`config.mk`:
```
export PLATFORM = sky130hd
export DESIGN_NAME = adc_abort_ctl
export DESIGN_NICKNAME = d
export VERILOG_FILES = /design/src/rtl/adc_abort_ctl.sv
export SDC_FILE = /design/constraint.sdc
export NUM_CORES = 1
export LEC_CHECK = 0
export CAP_MARGIN = 30
export CORE_AREA = 2 2 39 41
export CTS_BUF_LIST = sky130_fd_sc_hd__clkbuf_16
export CTS_CLUSTER_DIAMETER = 120
export DETAILED_ROUTE_END_ITERATION = 16
export DIE_AREA = 0 0 41 43
export PLACE_DENSITY_LB_ADDON = 0.3
export SYNTH_ARGS = -nofsm -noshare
export SYNTH_HDL_FRONTEND = slang
export SYNTH_SLANG_ARGS = --single-unit
```
`constraint.sdc`:
```
create_clock -name clk -period 1.4 [get_ports clk]
set_clock_uncertainty 0.1 [all_clocks]
set_input_delay 0.28 -clock clk [delete_from_list [all_inputs] [get_ports clk]]
set_output_delay 0.28 -clock clk [all_outputs]
set_load 0.005 [all_outputs]
```
`src/rtl/adc_abort_ctl.sv`:
```
module adc_abort_ctl #(
  parameter int CHAN_W  = 5,
  parameter int DEPTH_W = 3
) (
  input  logic              clk,
  input  logic              rst_n,
  input  logic              wr_ctrl,
  input  logic [CHAN_W-1:0] wr_chan,
  input  logic              wr_mode,
  input  logic              wr_fcfg,
  input  logic              wr_cmp_hi,
  input  logic              wr_cmp_lo,
  input  logic [DEPTH_W-1:0] fifo_depth,
  input  logic              fifo_refilled,
  input  logic              stop_req,
  input  logic              async_clk_en,
  input  logic              conv_done,
  output logic              abort_o,
  output logic              flush_o,
  output logic              start_o,
  output logic              busy_o
);

  logic cfg_wr, stop_kill, abort_ev, fifo_mode, chan_off, refill_hit;
  logic pend, armed, pend_n, armed_n, launch;

  assign cfg_wr     = wr_mode | wr_fcfg | wr_cmp_hi | wr_cmp_lo;
  assign stop_kill  = stop_req & ~async_clk_en;
  assign abort_ev   = wr_ctrl | cfg_wr | stop_kill;
  assign fifo_mode  = |fifo_depth;
  assign chan_off   = &wr_chan;
  assign refill_hit = armed & fifo_refilled & fifo_mode;
  assign launch     = pend & ~abort_ev;

  always_comb begin
    pend_n  = 1'b0;
    armed_n = armed;
    if (wr_ctrl) begin
      pend_n  = ~chan_off & ~fifo_mode;
      armed_n = ~chan_off & fifo_mode;
    end else if (stop_kill) begin
      armed_n = 1'b0;
    end else if (cfg_wr) begin
      armed_n = armed;
    end else if (refill_hit) begin
      pend_n  = 1'b1;
      armed_n = 1'b0;
    end
  end

  always_ff @(posedge clk) begin
    if (!rst_n) begin
      abort_o <= 1'b0;
      flush_o <= 1'b0;
      start_o <= 1'b0;
      busy_o  <= 1'b0;
      pend    <= 1'b0;
      armed   <= 1'b0;
    end else begin
      abort_o <= busy_o & abort_ev;
      flush_o <= fifo_mode & (wr_ctrl | cfg_wr);
      start_o <= launch;
      pend    <= pend_n;
      armed   <= armed_n;
      if (abort_ev)       busy_o <= 1'b0;
      else if (launch)    busy_o <= 1'b1;
      else if (conv_done) busy_o <= 1'b0;
    end
  end

  // cancel only ends a running conversion, and lasts one cycle
  a_r2_abort_ends_busy: assert property (@(posedge clk) disable iff (!rst_n)
    abort_o |-> (!busy_o && $past(busy_o)));
  a_r2_abort_single: assert property (@(posedge clk) disable iff (!rst_n)
    abort_o |=> !abort_o);
  // a start pulse only launches from idle and raises busy
  a_r3_start_from_idle: assert property (@(posedge clk) disable iff (!rst_n)
    start_o |-> (busy_o && !$past(busy_o)));
  // disabled channel never restarts
  a_r4_off_no_start: assert property (@(posedge clk) disable iff (!rst_n)
    (wr_ctrl && (&wr_chan)) |=> ##1 !start_o);
  // flush only follows a FIFO-mode write
  a_r5_flush_fifo_only: assert property (@(posedge clk) disable iff (!rst_n)
    flush_o |-> ($past(fifo_depth) != '0));
  // stop with the asynchronous clock running keeps the conversion
  a_r8_stop_keeps: assert property (@(posedge clk) disable iff (!rst_n)
    (busy_o && stop_req && async_clk_en && !wr_ctrl && !cfg_wr && !conv_done) |=> busy_o);

endmodule

```
Word level (Yosys, flattened, before mapping)
Cells that the tools add are included.

Bitwise logic cells: 18. Muxes and demuxes: 10. Eq/ne operators: 1. Reduce and logical (&&, ||, !) cells: 6.

Operators with widths (count): $mux 1 (10); $and 1x1->1 (8); $not 1->1 (5); $or 1x1->1 (5); $reduce_and 5->1 (1); $ne 3x2->1 const B (1); $reduce_bool 3->1 (1); $reduce_or 3->1 (1); $reduce_and 2->1 (1); $reduce_bool 2->1 (1); $reduce_or 2->1 (1).

Input bits: 19. Word-level logic and storage cells: 41. Output and inout bits: 4. Register bits after elaboration: 6.

Logic depth before layout (Yosys ltp)
Depth in word-level cells: 8. Gate-level depth with buffers: 3. Gate-level depth less buffers: 3.

Least setup slack after synthesis
Ideal clock, no wire load.

Path type: input -> register. From: in fifo_depth[1]. To: reg armed. Arrival time: 976 ps. Required time: 1225 ps. Setup time: 75 ps. Slack: 249 ps. Cell stages on the path: 3. Path buffers: 0. Cells stage by stage: or3_4 and4_1 o22ai_1.

Cells in the longest elaborated chain, start to end: 4. Elaborated cells between the ends (all ways): 6. Those cells by class: mux (1); bitwise (2); reduce/logical (3).

Ends and longest elaborated chain: start, declared (RTL line 13) `input logic [DEPTH_W-1:0] fifo_depth,`; $reduce_or 3->1 (*) (RTL line 30) `assign fifo_mode = |fifo_depth;`; $and 1x1->1 (RTL line 32) `assign refill_hit = armed & fifo_refilled & fifo_mode;`; $reduce_bool 3->1 (no line); $reduce_and 2->1 (no line); end signal, assigned (RTL line 64) `armed <= armed_n;`; end, declared (RTL line 25) `logic pend, armed, pend_n, armed_n, launch;`.

Every way passes the cells marked *; elsewhere a longest branch is shown, timed or not. A chain may end at the register's enable or synchronous reset.

Worst setup path in the final report
From: in fifo_depth[2]. To: reg armed.

The elaborated chain is that of the path after synthesis.

==> summary.md <==
| Metric | Value |
|---|---|
| Worst skew pair latency | between 0.2 and 0.25 ns |
| Starting Density | 0.199 |
| Pin count of the biggest net entering global routing | 5 |
| Worst slew pin tran | about 0.29 ns |
| Yosys warns | 0 |
| I/O Buffers | 22 |
| CP required | between 1 and 1.5 ns |
| Maximum vdd drop | 430 uV |
| Layout Area Growth over Synthesis | 127% |
| Htree depth | 1 |
| Final Hold Vio Count | 0 |
| Reg clk slew, reported paths | 0.03 ns |
| Iteration-0 DRC Markers | 1 |
| Fin. max-slew vios | 0 |
| Setup bufs post-CTS | 0 |
| Final #Nets | 77 |
| IO Count | 23 |
| Post-synthesis register bit count | 6 |
| Final WS setup | 0.0588 ns |
| Syn_area_per_cell | 9.49 sq um |
| Final ANT Viol Nets | 0 |
| Kind of critical path | in2reg |
| RSZ-0062 raised after global routing | false |
| Core area | 0.00138 sq mm |
| Outcome | finished clean |
| P_leak | between 0.2 and 0.3 nW |
| Site Rows | 14 |
| Fin crit period | 1.34 ns |
| CTS tree | yes |
| Drt wl/cell | 9.44 microns |
| Final Cycle Share | 0.958 |
| GPL Wtd Cong | 0.790 |
| Global-route wire length before repair | ~1.2 mm |
| GR Overflow Total | 0 |
| Seq/Total Area, Yosys | 0.436 |
| Fin util | 0.451 |
| Layout cell share with drive strength beyond 1 | 0.179 |
| Post-synth top area share | 0.436 |
| Total track usage | 0.101 |
| Rel. slew slack | 0.806 |
| Ant diodes | 0 |
| DIE WIDTH | a little over 40 microns |
| Num Clock Sinks | 6 |
| Full die area | ~0.0018 sq mm |
| Cts bufs inserted | 3 |
| Final instance area | 624 sq um |
| Pre-Repair DR Iteration Count | 2 |
| Detailed-route vias per instance | 4.36 |
| CTS root buffer | clkbuf_16 |
| R2r setup slk | 0.54 ns |
| Synth unique cells | 17 |
| Synthesized instance count | 29 |
| Initial antenna violation count | 0 |
| Vias in the first global route | 305 |
| Max Clk Rate | 746 MHz |
| Synth area leaders | dfxtp_1, nor4_4, o32ai_2 |
| CP arrival | 1.39 ns |
| Die Y | 43 microns |
| CP Capture Type | flop |
| Drt total wl | 680 microns |
| Post-Place Worst Slack | -0.277 ns |
| # setup viols final | 0 |
| DRC | 0 |
| MaxCap Viol Count | 0 |
| P per Cell Area | ~1200 mW/mm^2 |
| Worst Hold Class | in2reg |
| CP startpoint kind | input pin |
| Syn Nets | 48 |
| Cell Area, Synth | approximately 280 sq um |
| Post-synth top area cell | dfxtp_1 |
| DR vias | 314 |
| CTS max path bufs | 2 |
| Placed instance area | 531 sq um |
| Post-CTS Hold Buffers | 0 |
| Max FO, Critical Path | 4 |
worst max-delay path, cell delays in order:
cell and delay [ns]:
clkdlybuf4s50_1 0.40, or3_4 0.39, and4_1 0.20, o22ai_1 0.13
cell families after synthesis:
group | synth area share
DFF | 0.436
buffers and inverters | 0.0409
AOI/OAI and AO/OA | 0.136
and+or+nand+nor | 0.386
Yosys cell counts:
library cell / number
nand2_1: 3
nand4_1: 1
o21ai_0: 1
inv_1: 3
nor3_1: 1
o32ai_2: 1
and3_1: 1
or3_4: 1
and4_1: 1
a21oi_1: 2
o22ai_1: 1
nor4_4: 1
nand2b_1: 1
nand3_1: 3
nor4b_1: 1
dfxtp_1: 6
or2_1: 1
report_power, final:
part	internal (W)	leakage, nW	total [W]	switching [W]
Combinational	0.0000585	0.211	0.0000841	0.0000256
Sequential	0.000177	0.0490	0.000179	0.00000226
Clock	0.000367	0.0370	0.000464	0.0000976
Total	0.000602	0.297	0.000728	0.000125
cell type report:
class / instances / area, sq um
clock buffers: 3 / 75.1
fillers: 130 / 759
inverters: 3 / 11.3
multi-input cells: 20 / 155
flip-flops and latches: 6 / 120
well taps: 16 / 20.0
repair buffers: 24 / 243
placed cells by master (no fill, tap or decap), types with 2 or more instances in the layout:
cell,Yosys,layout
a21oi_1,2,2
buf_4,0,2
clkbuf_16,0,3
clkdlybuf4s50_1,0,16
dfxtp_1,6,6
dlygate4sd2_1,0,2
dlymetal6s2s_1,0,4
inv_1,3,3
nand2_1,3,3
nand3_1,3,2
path summary, 6_finish.rpt:
kind,start,endpoint,cells after the start
worst max-delay path,fifo_depth[2],armed,4
worst min-delay path,wr_fcfg,flush_o,3
worst max register to register,armed,pend,2
worst min register to register,pend,start_o,2
through the flow:
step / total power, W / hold WS (ns) / TNS, ns / instances
after detailed placement: 0.000267 / 0.362 / -1.30 / 69
after CTS: 0.000733 / 0.374 / 0 / 72
after global placement: 0.000267 / 0.346 / -1.14 / 69
final: 0.000728 / 0.328 / 0 / 72
after global routing: 0.000749 / 0.357 / 0 / 72
after floorplan: 0.000200 / 0.256 / 0 / 29
sequential cells by signal, indices dropped and copies added, names as in the netlist:
signal / flops
abort_o: 1
armed: 1
busy_o: 1
flush_o: 1
pend: 1
start_o: 1
metal layers:
metal	up-vias	part of all wire	track usage
li1	162	-	-
met1	129	0.36	0.109
met2	19	0.50	0.150
met3	4	0.097	0.0366
met4	0	0.034	0.0800
met5	-	0	0
repair_timing:
item / in CTS / in global routing
gates resized for setup: 4 / 4
pin swaps: 2 / 4
setup endpoints to repair: 5 / 8
No activity file was read; power rests on OpenSTA's default activity.
